===== src/rtl/spi_cfg_pkg.sv =====
package spi_cfg_pkg;
  localparam int ADDR_W     = 13;
  localparam int HDR_W      = 16;
  localparam int BYTE_W     = 8;
  localparam int CTRL_W4    = 7;
  localparam int CTRL_LSB   = 6;
  localparam logic [1:0] LEN_STREAM = 2'b11;

  typedef enum logic [1:0] {
    ST_IDLE,
    ST_HDR,
    ST_DATA
  } st_e;
endpackage


===== src/rtl/spi_cfg_sync.sv =====
module spi_cfg_sync #(
  parameter int STAGES = 2
) (
  input  logic clk_i,
  input  logic rst_ni,
  input  logic sclk_i,
  input  logic cs_ni,
  input  logic sdi_i,
  output logic sclk_rise_o,
  output logic sclk_fall_o,
  output logic cs_n_o,
  output logic sdi_o
);
  logic [STAGES-1:0] sclk_p, cs_p, sd_p;
  logic sclk_d;

  always_ff @(posedge clk_i or negedge rst_ni) begin
    if (!rst_ni) begin
      sclk_p <= '0;
      cs_p   <= '1;
      sd_p   <= '0;
      sclk_d <= 1'b0;
    end else begin
      sclk_p <= {sclk_p[STAGES-2:0], sclk_i};
      cs_p   <= {cs_p[STAGES-2:0], cs_ni};
      sd_p   <= {sd_p[STAGES-2:0], sdi_i};
      sclk_d <= sclk_p[STAGES-1];
    end
  end

  assign sclk_rise_o = sclk_p[STAGES-1] & ~sclk_d;
  assign sclk_fall_o = ~sclk_p[STAGES-1] & sclk_d;
  assign cs_n_o      = cs_p[STAGES-1];
  assign sdi_o       = sd_p[STAGES-1];
endmodule


===== src/rtl/spi_cfg_regfile.sv =====
module spi_cfg_regfile import spi_cfg_pkg::*; #(
  parameter int N_GP    = 8,
  parameter int GP_BASE = 1
) (
  input  logic              clk_i,
  input  logic              rst_ni,
  input  logic              we_i,
  input  logic [ADDR_W-1:0] waddr_i,
  input  logic [BYTE_W-1:0] wdata_i,
  input  logic [ADDR_W-1:0] raddr_i,
  output logic [BYTE_W-1:0] rdata_o,
  output logic              lsb_o,
  output logic              w4_o
);
  logic [N_GP*BYTE_W-1:0] gp_flat;

  always_ff @(posedge clk_i or negedge rst_ni) begin
    if (!rst_ni) begin
      lsb_o <= 1'b0;
      w4_o  <= 1'b0;
    end else if (we_i && waddr_i == '0) begin
      lsb_o <= wdata_i[CTRL_LSB];
      w4_o  <= wdata_i[CTRL_W4];
    end
  end

  for (genvar g = 0; g < N_GP; g++) begin : g_gp
    localparam logic [ADDR_W-1:0] REG_ADDR = ADDR_W'(GP_BASE + g);
    logic [BYTE_W-1:0] q;
    always_ff @(posedge clk_i or negedge rst_ni) begin
      if (!rst_ni)                          q <= '0;
      else if (we_i && waddr_i == REG_ADDR) q <= wdata_i;
    end
    assign gp_flat[g*BYTE_W +: BYTE_W] = q;
  end

  always_comb begin
    rdata_o = '0;
    if (raddr_i == '0) begin
      rdata_o[CTRL_W4]  = w4_o;
      rdata_o[CTRL_LSB] = lsb_o;
    end
    for (int i = 0; i < N_GP; i++)
      if (raddr_i == ADDR_W'(GP_BASE + i)) rdata_o = gp_flat[i*BYTE_W +: BYTE_W];
  end
endmodule


===== src/rtl/spi_cfg_port.sv =====
module spi_cfg_port import spi_cfg_pkg::*; #(
  parameter int N_GP        = 8,
  parameter int GP_BASE     = 1,
  parameter int SYNC_STAGES = 2
) (
  input  logic clk_i,
  input  logic rst_ni,
  input  logic sclk_i,
  input  logic cs_ni,
  input  logic sdio_i,
  output logic sdio_o,
  output logic sdio_oe_o,
  output logic sdo_o
);
  localparam int HCNT_W = $clog2(HDR_W);
  localparam int BCNT_W = $clog2(BYTE_W);

  logic sclk_rise, sclk_fall, cs_s, din_s;
  st_e  state_q;
  logic [HDR_W-1:0]  hdr_q, hdr_nxt;
  logic [HCNT_W-1:0] hcnt_q;
  logic [BCNT_W-1:0] bcnt_q;
  logic [1:0]        len_q, nbytes_q;
  logic [ADDR_W-1:0] addr_q, addr_step, raddr;
  logic [BYTE_W-1:0] rx_q, rx_nxt, tx_q, rdata;
  logic rw_q, lsb_q, w4_q, sdo_q, drive_q;
  logic ctrl_lsb, ctrl_w4, lsb_cur;
  logic hdr_end, byte_end, last_byte, pause_ok, we;

  spi_cfg_sync #(.STAGES(SYNC_STAGES)) u_sync (
    .clk_i, .rst_ni, .sclk_i, .cs_ni, .sdi_i(sdio_i),
    .sclk_rise_o(sclk_rise), .sclk_fall_o(sclk_fall), .cs_n_o(cs_s), .sdi_o(din_s)
  );

  // bit order for the header is taken from the control reg on the opening edge
  assign lsb_cur   = (state_q == ST_IDLE) ? ctrl_lsb : lsb_q;
  assign hdr_nxt   = lsb_cur ? {din_s, hdr_q[HDR_W-1:1]} : {hdr_q[HDR_W-2:0], din_s};
  assign rx_nxt    = lsb_q ? {din_s, rx_q[BYTE_W-1:1]} : {rx_q[BYTE_W-2:0], din_s};
  assign addr_step = lsb_q ? addr_q - 1'b1 : addr_q + 1'b1;
  assign hdr_end   = (state_q == ST_HDR) && sclk_rise && !cs_s && (hcnt_q == HCNT_W'(HDR_W-1));
  assign byte_end  = (state_q == ST_DATA) && sclk_rise && !cs_s && (bcnt_q == BCNT_W'(BYTE_W-1));
  assign last_byte = (len_q != LEN_STREAM) && (nbytes_q == len_q);
  assign pause_ok  = (state_q == ST_HDR) ||
                     ((state_q == ST_DATA) && bcnt_q == '0 &&
                      (nbytes_q == '0 || len_q != LEN_STREAM));
  assign raddr     = hdr_end ? hdr_nxt[ADDR_W-1:0] : addr_step;
  assign we        = byte_end && !rw_q;

  spi_cfg_regfile #(.N_GP(N_GP), .GP_BASE(GP_BASE)) u_regs (
    .clk_i, .rst_ni,
    .we_i(we), .waddr_i(addr_q), .wdata_i(rx_nxt),
    .raddr_i(raddr), .rdata_o(rdata),
    .lsb_o(ctrl_lsb), .w4_o(ctrl_w4)
  );

  always_ff @(posedge clk_i or negedge rst_ni) begin
    if (!rst_ni) begin
      state_q  <= ST_IDLE;
      hdr_q    <= '0;
      hcnt_q   <= '0;
      bcnt_q   <= '0;
      len_q    <= '0;
      nbytes_q <= '0;
      addr_q   <= '0;
      rx_q     <= '0;
      tx_q     <= '0;
      rw_q     <= 1'b0;
      lsb_q    <= 1'b0;
      w4_q     <= 1'b0;
      sdo_q    <= 1'b0;
    end else if (cs_s) begin
      if (state_q != ST_IDLE && !pause_ok) state_q <= ST_IDLE;
    end else if (sclk_rise) begin
      unique case (state_q)
        ST_IDLE: begin
          lsb_q   <= ctrl_lsb;
          w4_q    <= ctrl_w4;
          hdr_q   <= hdr_nxt;
          hcnt_q  <= HCNT_W'(1);
          state_q <= ST_HDR;
        end
        ST_HDR: begin
          hdr_q  <= hdr_nxt;
          hcnt_q <= hcnt_q + 1'b1;
          if (hdr_end) begin
            rw_q     <= hdr_nxt[HDR_W-1];
            len_q    <= hdr_nxt[HDR_W-2 -: 2];
            addr_q   <= hdr_nxt[ADDR_W-1:0];
            bcnt_q   <= '0;
            nbytes_q <= '0;
            tx_q     <= rdata;
            state_q  <= ST_DATA;
          end
        end
        ST_DATA: begin
          rx_q   <= rx_nxt;
          bcnt_q <= bcnt_q + 1'b1;
          if (byte_end) begin
            addr_q   <= addr_step;
            nbytes_q <= (nbytes_q == 2'd3) ? 2'd3 : nbytes_q + 1'b1;
            tx_q     <= rdata;  // prefetch next byte
            if (last_byte) state_q <= ST_IDLE;
          end
        end
        default: state_q <= ST_IDLE;
      endcase
    end else if (sclk_fall && state_q == ST_DATA && rw_q) begin
      sdo_q <= lsb_q ? tx_q[0] : tx_q[BYTE_W-1];
      tx_q  <= lsb_q ? {1'b0, tx_q[BYTE_W-1:1]} : {tx_q[BYTE_W-2:0], 1'b0};
    end
  end

  always_ff @(posedge clk_i or negedge rst_ni) begin
    if (!rst_ni)                                          drive_q <= 1'b0;
    else if (cs_s || state_q == ST_IDLE)                  drive_q <= 1'b0;
    else if (sclk_fall && state_q == ST_DATA && rw_q)     drive_q <= 1'b1;
  end

  assign sdio_o    = w4_q ? 1'b0 : sdo_q;
  assign sdio_oe_o = drive_q & ~w4_q;
  assign sdo_o     = w4_q ? sdo_q : 1'b0;
endmodule


===== config.mk =====
export PLATFORM = sky130hd
export DESIGN_NAME = spi_cfg_port
export DESIGN_NICKNAME = d
export VERILOG_FILES = /design/src/rtl/spi_cfg_pkg.sv /design/src/rtl/spi_cfg_sync.sv /design/src/rtl/spi_cfg_regfile.sv /design/src/rtl/spi_cfg_port.sv
export SDC_FILE = /design/constraint.sdc
export NUM_CORES = 1
export LEC_CHECK = 0
export BUFFER_PORTS_ARGS = -buffer_cell sky130_fd_sc_hd__buf_2
export CORE_MARGIN = 2
export CORE_UTILIZATION = 45
export CTS_BUF_LIST = sky130_fd_sc_hd__clkbuf_4 sky130_fd_sc_hd__clkbuf_8
export CTS_CLUSTER_DIAMETER = 80
export CTS_CLUSTER_SIZE = 20
export DETAILED_ROUTE_END_ITERATION = 10
export MAX_ROUTING_LAYER = met4
export PLACE_DENSITY = 0.67
export SYNTH_ARGS = -nofsm -noshare
export SYNTH_HDL_FRONTEND = slang
export SYNTH_SLANG_ARGS = --single-unit

===== constraint.sdc =====
create_clock -name clk_i -period 6.8 [get_ports clk_i]
set_input_delay 1.02 -clock clk_i [delete_from_list [all_inputs] [get_ports clk_i]]
set_output_delay 1.02 -clock clk_i [all_outputs]
set_load 0.02 [all_outputs]

Word-level counts from Yosys, hierarchy flattened --
Cells that the tools add are included.
Operators by class: multiplexer cells 42, add/sub/neg operators 5, eq/ne operators 32, reductions and logical operators 51, bitwise gates (word level) 8
Operators by type and width (number):
- $mux 8 | 14
- $eq 13x3->1 const B | 8
- $eq 13x2->1 const B | 4
- $mux 13 | 4
- $eq 13x1->1 const B | 2
- $eq 13x4->1 const B | 2
- $logic_not 13->1 | 2
- $pmux 13 s2 | 1
- $logic_and 1x1->1 | 22
- $mux 2 | 10
- $mux 16 | 1
- $pmux 8 s2 | 1
- $reduce_and 3->1 | 5
- $reduce_and 5->1 | 3
- $add 13x1->13 const B | 1
- $sub 13x1->13 const B | 1
- $reduce_bool 2->1 | 6
- $ne 3x2->1 const B | 3
- $ne 2x2->1 const B | 4
- $pmux 4 s2 | 1
- $reduce_and 4->1 | 2
- $mux 1 | 6
- $ne 3x3->1 const B | 2
- $pmux 2 s3 | 1
- other kinds (20) | 32
Storage, ports and cells: flip-flop bits (word level) 136, logic and storage cells 166, input port bits 5, output and inout port bits 3

Longest topological paths before layout --
depth after elaboration 19, depth in mapped cells 13, depth with buffers taken out 10

By module --
Synthesis repeated with hierarchy kept, for this count alone.
Second synthesis, totals: cell total of the unflattened synthesis 693, area, all modules 7659.8 µm²
Modules (own cells, without submodules):
- spi_cfg_port | instances 1, cells an instance 419, sequential area each 1576.5 µm², area each 3838.7 µm²
- spi_cfg_regfile | instances 1, cells an instance 265, sequential area each 1651.6 µm², area each 3628.5 µm²
- spi_cfg_sync | instances 1, cells an instance 9, sequential area each 177.7 µm², area each 192.7 µm²

Worst setup path before layout --
Ideal clock, no wire load.
kind register to register, from reg addr_q[0], to reg tx_q[1], arrival 2.647 ns, data required time 6.734 ns, stages on the path, launching flop included 12, slack 4.087 ns, library setup time 0.066 ns, clock period less this slack 2.713 ns, buffers on the path 1, path through dfrtp_1 > inv_1 > ha_1 > nand4bb_1 > and3_1 > a311o_1 > o31ai_1 > a31oi_1 > or3_1 > buf_6 > nor4_2 > o32a_1
Between the ends: cells in the longest elaborated chain, start to end 15, elaborated cells on any way between the ends 24, those cells by class 2 x add/sub; 8 x eq/ne; 14 x mux
Ends and longest elaborated chain:
- start: declaration | RTL line spi_cfg_port.sv:24 | logic [ADDR_W-1:0] addr_q, addr_step, raddr;
- start signal: assignment | RTL line spi_cfg_port.sv:88 | addr_q <= hdr_nxt[ADDR_W-1:0];
- start signal: assignment | RTL line spi_cfg_port.sv:99 | addr_q <= addr_step;
- $add 13x1->13 or $sub 13x1->13 (tied branches) | RTL line spi_cfg_port.sv:39 | assign addr_step = lsb_q ? addr_q - 1'b1 : addr_q + 1'b1;
- $mux 13 * | RTL line spi_cfg_port.sv:39
- $mux 13 * | RTL line spi_cfg_port.sv:46 | assign raddr = hdr_end ? hdr_nxt[ADDR_W-1:0] : addr_step;
- $eq 13x1->1 | RTL line spi_cfg_regfile.sv:44 | if (raddr_i == ADDR_W'(GP_BASE + i)) rdata_o = gp_flat[i*BYTE_W +: BYTE_W];
- $mux 8 (7 in a row) | RTL line spi_cfg_regfile.sv:44
- $mux 8 * | RTL line spi_cfg_regfile.sv:44
- $mux 8, on equally long branches | RTL line spi_cfg_port.sv:98, spi_cfg_port.sv:85
- $pmux 8 s2 * | RTL line spi_cfg_port.sv:74 | unique case (state_q)
- $mux 8 * | RTL line spi_cfg_port.sv:73 | end else if (sclk_rise) begin
- end signal: assignment | RTL line spi_cfg_port.sv:91 | tx_q <= rdata;
- end signal: assignment | RTL line spi_cfg_port.sv:101 | tx_q <= rdata;
- end signal: assignment | RTL line spi_cfg_port.sv:109 | tx_q <= lsb_q ? {1'b0, tx_q[BYTE_W-1:1]} : {tx_q[BYTE_W-2:0], 1'b0};
- end: declaration | RTL line spi_cfg_port.sv:25 | logic [BYTE_W-1:0] rx_q, rx_nxt, tx_q, rdata;
Mark *: on every way between the ends. The rest lies on a longest branch, timed or not. The select of a mux whose other input is x is not followed. A chain may end at the register's enable or synchronous reset.

Worst setup path after layout --
from reg state_q[0], to reg u_regs.g_gp[3].q[7]
Between the ends: cells in the longest elaborated chain, start to end 6
Ends and longest elaborated chain:
- start: declaration | RTL line spi_cfg_port.sv:19 | st_e state_q;
- start signal: assignment | RTL line spi_cfg_port.sv:58 | state_q <= ST_IDLE;
- start signal: assignment | RTL line spi_cfg_port.sv:72 | if (state_q != ST_IDLE && !pause_ok) state_q <= ST_IDLE;
- start signal: assignment | RTL line spi_cfg_port.sv:80 | state_q <= ST_HDR;
- $eq 2x2->1 | RTL line spi_cfg_port.sv:41 | assign byte_end = (state_q == ST_DATA) && sclk_rise && !cs_s && (bcnt_q == BCNT_W'(BYTE_W-1));
- $logic_and 1x1->1 (3 in a row) | RTL line spi_cfg_port.sv:41
- $logic_and 1x1->1 | RTL line spi_cfg_port.sv:47 | assign we = byte_end && !rw_q;
- $logic_and 1x1->1 | RTL line spi_cfg_regfile.sv:32 | else if (we_i && waddr_i == REG_ADDR) q <= wdata_i;
- end signal: assignment | RTL line spi_cfg_regfile.sv:32
- end: declaration | RTL line spi_cfg_regfile.sv:29 | logic [BYTE_W-1:0] q;
Every way passes these cells.

==> impl_metrics.py <==
metrics = {
    "power": {
        "finalPower_mw": 2.88,
        "p_leak_nw": 3.50,
        "pwr_density_cell_nw_per_um2": 367,
        "ir_drop_mv": 0.233,
    },
    "critical_path": {
        "reg2reg_to": "u_regs.g_gp[3].q[7]",
        "crit_type": "reg -> reg",
        "reg2regPathDepth": 8,
        "arrival_ns": 4.16,
        "worstPathRequired_ns": 7.09,
        "rrSetupSlack_ns": 2.93,
        "worstPathCellList": "nand2b_1, nor3_2, buf_4, nand2_1, nor4_1, nand2_1, nor2_1, a21oi_1",
        "r2r-start": "state_q[0]",
        "cpMostUsedCell": "nand2_1",
        "cpPeakStageDelay_ns": 0.79,
        "cp-start-kind": "flop",
        "crit_path_end_kind": "flop",
        "cp_max_fo": 23,
        "critical-path-slowest-cell": "nor2_1",
    },
    "sta": {
        "setup_viol": 0,
        "fmax_mhz": 258,
        "grt_setup_unrepaired": "no",
        "fin_crit_ns": 3.87,
        "worstMarginPinSlew_ns": 1.11,
        "min_period_over_period": 0.569,
        "skew_ns": 0.0154,
        "relSlewSlack": 0.240,
        "slew_violations": 0,
        "finalHoldViolCount": 0,
        "tns_ns": 0,
    },
    "cells_and_area": {
        "syn_to_final_growth_pct": 8.21,
        "n_antenna_cell": 0,
        "drive_above_1_share": 0.0989,
        "seq_area_sq_um": 3410,
        "stdcell_count": 1025,
        "finalNetCount": 810,
        "fillers": 1496,
        "multiInputGateArea_sq_um": 3560,
    },
    "floorplan": {
        "core_area_sq_um": 15800,
        "die_x_um": 131,
        "die_h_um": 131,
        "initial_core_util": 0.458,
        "ioPinCount": 8,
        "die_area_sq_um": 17100,
        "rows": 46,
    },
    "synthesis": {
        "syn_avg_cell_area_sq_um": 8.93,
        "syn_area_sq_um": 7240,
        "syn-num-nets": 825,
        "ys.flop_type": "dfrtp_1",
        "ys_seq_elements": 136,
        "synthDistinctLibCells": 75,
        "synthArstFlopShare": 1.00,
        "yosys_warnings": 0,
        "ys_seq_area_frac": 0.470,
        "synth_edf_count": 0,
        "syn_inst": 811,
    },
    "route": {
        "top_layer": "met4",
        "ant_nets": 0,
        "drt_first_pass_iters": 5,
        "wl_met3_um": 787,
        "wl_met2_um": 8540,
        "vias_per_cell": 5.70,
        "drc_errors": 0,
        "drt-initial-drc-count": 557,
        "wl_met1_um": 8670,
        "wl_per_cell_um": 17.9,
        "vias": 5845,
        "drt-total-wl_um": 18300,
    },
    "global_routing": {
        "grt_start_max_net_pins": 73,
        "antenna_found_initial": 0,
        "grt_overflow": 0,
        "grt_pass1_vias": 5595,
        "grtUsageTotal": 0.239,
        "grt_pass1_wl_um": 30100,
    },
    "hold_path": {
        "holdPathEnd": "u_sync.sclk_p[1]",
        "min-delay-start": "u_sync.sclk_p[0]",
        "min_path_cells": 0,
        "holdCritPathClass": "reg -> reg",
    },
    "clock_tree": {
        "cts_buffers": 17,
        "root_buffer": "clkbuf_8",
        "clock_path_buffers": 2,
        "cts_setup_buffers": 0,
        "ctsHoldBuffers": 0,
        "clkTransAtPathRegs_ns": 0.08,
        "cts_tree": "built",
        "cts-resized-gates": 0,
        "cts_sinks": 136,
        "clkLatencyLatePin_ns": 0.46,
        "cts_max_level": 4,
    },
    "status": {
        "outcome": "completed",
    },
    "placement": {
        "hpwl_um": 12600,
        "dp_cells": 993,
        "placement.io_buffers": 7,
        "place_congestion": 0.920,
    },
    "run": {
        "cap_violations": 0,
    },
}
-- layout by cell type (no fill, tap or decap), drive strengths merged, types with 3 or more instances in the layout --
cell type and instances:
dfrtp 134, nor2 106, nand2 101, o21ai 89, a21oi 84, mux2i 32, nand3 23, clkbuf 20
buf 19, inv 16, nor4 10, nor2b 9, and2 9, and3 9, ha 9, mux2 9
nor3 9, o22ai 8, a21boi 7, o31ai 6, a31oi 6, or3 5, o211ai 5, nand4 4
a22o 4, o22a 4, o32a 4, or4 4, or4b 3, o21a 3, nand2b 3, xor2 3
a211oi 3, o221ai 3, bufinv 3
-- how the worst max path moves through the flow --
stage / from / to / slack, ns / depth (start not counted)
2_1_floorplan: addr_q[0] / tx_q[1] / 4.09 / 11
3_3_place_gp: state_q[0] / u_regs.g_gp[3].q[7] / 3.05 / 8
3_5_place_dp: state_q[0] / u_regs.g_gp[3].q[4] / 2.97 / 8
4_1_cts: state_q[0] / u_regs.g_gp[3].q[7] / 2.96 / 8
5_1_grt: state_q[0] / u_regs.g_gp[3].q[7] / 2.61 / 9
6_report: state_q[0] / u_regs.g_gp[3].q[7] / 2.93 / 8
-- synthesized netlist by cell type (all sizes together) (10+ instances only) --
| library cell | instances | share of area |
|---|---|---|
| dfrtp | 134 | 0.46 |
| nor2 | 106 | 0.055 |
| nand2 | 101 | 0.052 |
| o21ai | 89 | 0.061 |
| a21oi | 84 | 0.059 |
| mux2i | 32 | 0.044 |
| clkbuf | 29 | 0.015 |
| buf | 24 | 0.018 |
| nand3 | 23 | 0.016 |
| inv | 11 | 0.0057 |
| nor4 | 10 | 0.016 |
-- routing by layer --
metal  up-vias  GRT usage
li1       2859          -
met3        25     0.0513
met1      2825      0.326
met2       136      0.362
met5         -          -
met4         0     0.0695
-- per-stage QoR --
step / instance area, sq um / hold WS [ns] / setup WS [ns] / utilization
2_1_floorplan: 7240 / 0.331 / 4.09 / -
5_1_grt: 7840 / 0.372 / 2.61 / 0.495
4_1_cts: 7840 / 0.362 / 2.96 / 0.495
3_5_place_dp: 7410 / 0.344 / 2.97 / 0.468
3_3_place_gp: 7410 / 0.336 / 3.05 / 0.468
6_report: 7840 / 0.361 / 2.93 / 0.495
-- logic make-up (layout without fill, tap and decap cells) --
family | Yosys count | count (layout) | synth area share
xor+xnor | 5 | 5 | 0.00605
flops | 136 | 136 | 0.470
buf+inv | 64 | 62 | 0.0390
fa+ha+maj | 9 | 9 | 0.0155
compound gates | 245 | 245 | 0.200
mux | 41 | 41 | 0.0582
simple gates | 311 | 311 | 0.211
-- registers in the layout, summed over array words and instances (netlist names) --
signal,flops
u_regs.w4_o,1
w4_q,1
u_sync.sclk_d,1
state_q,2
rx_q,8
addr_q,13
sdo_q,1
drive_q,1
nbytes_q,2
u_sync.cs_p,2
u_regs.g_gp.q,64
u_regs.lsb_o,1
hcnt_q,4
u_sync.sclk_p,2
u_sync.sd_p,2
tx_q,8
hdr_q,16
len_q,2
rw_q,1
lsb_q,1
bcnt_q,3
-- area by class of cell --
type                       count  area share
clock inverter                12      0.0208
clock buffer                  20      0.0335
inverter                      11     0.00527
timing repair buffer          19      0.0168
tap                          216      0.0345
sequential                   136       0.435
multi-input combinational    611       0.455
-- worst max-delay path, delay by kind of cell, from the launching register on --
family / cells / cell delay (ns)
AO/OA/AOI/OAI: 1 / 0.16
buffers and inverters: 1 / 0.28
AND/OR/NAND/NOR: 6 / 2.68
flip-flops: 1 / 0.57
-- report_power, final --
part | internal [mW] | switching [mW]
Sequential | 0.906 | 0.148
Combinational | 0.401 | 0.694
Clock | 0.386 | 0.345
Total | 1.69 | 1.19
Note: power is estimated with default switching activity, not from simulation.
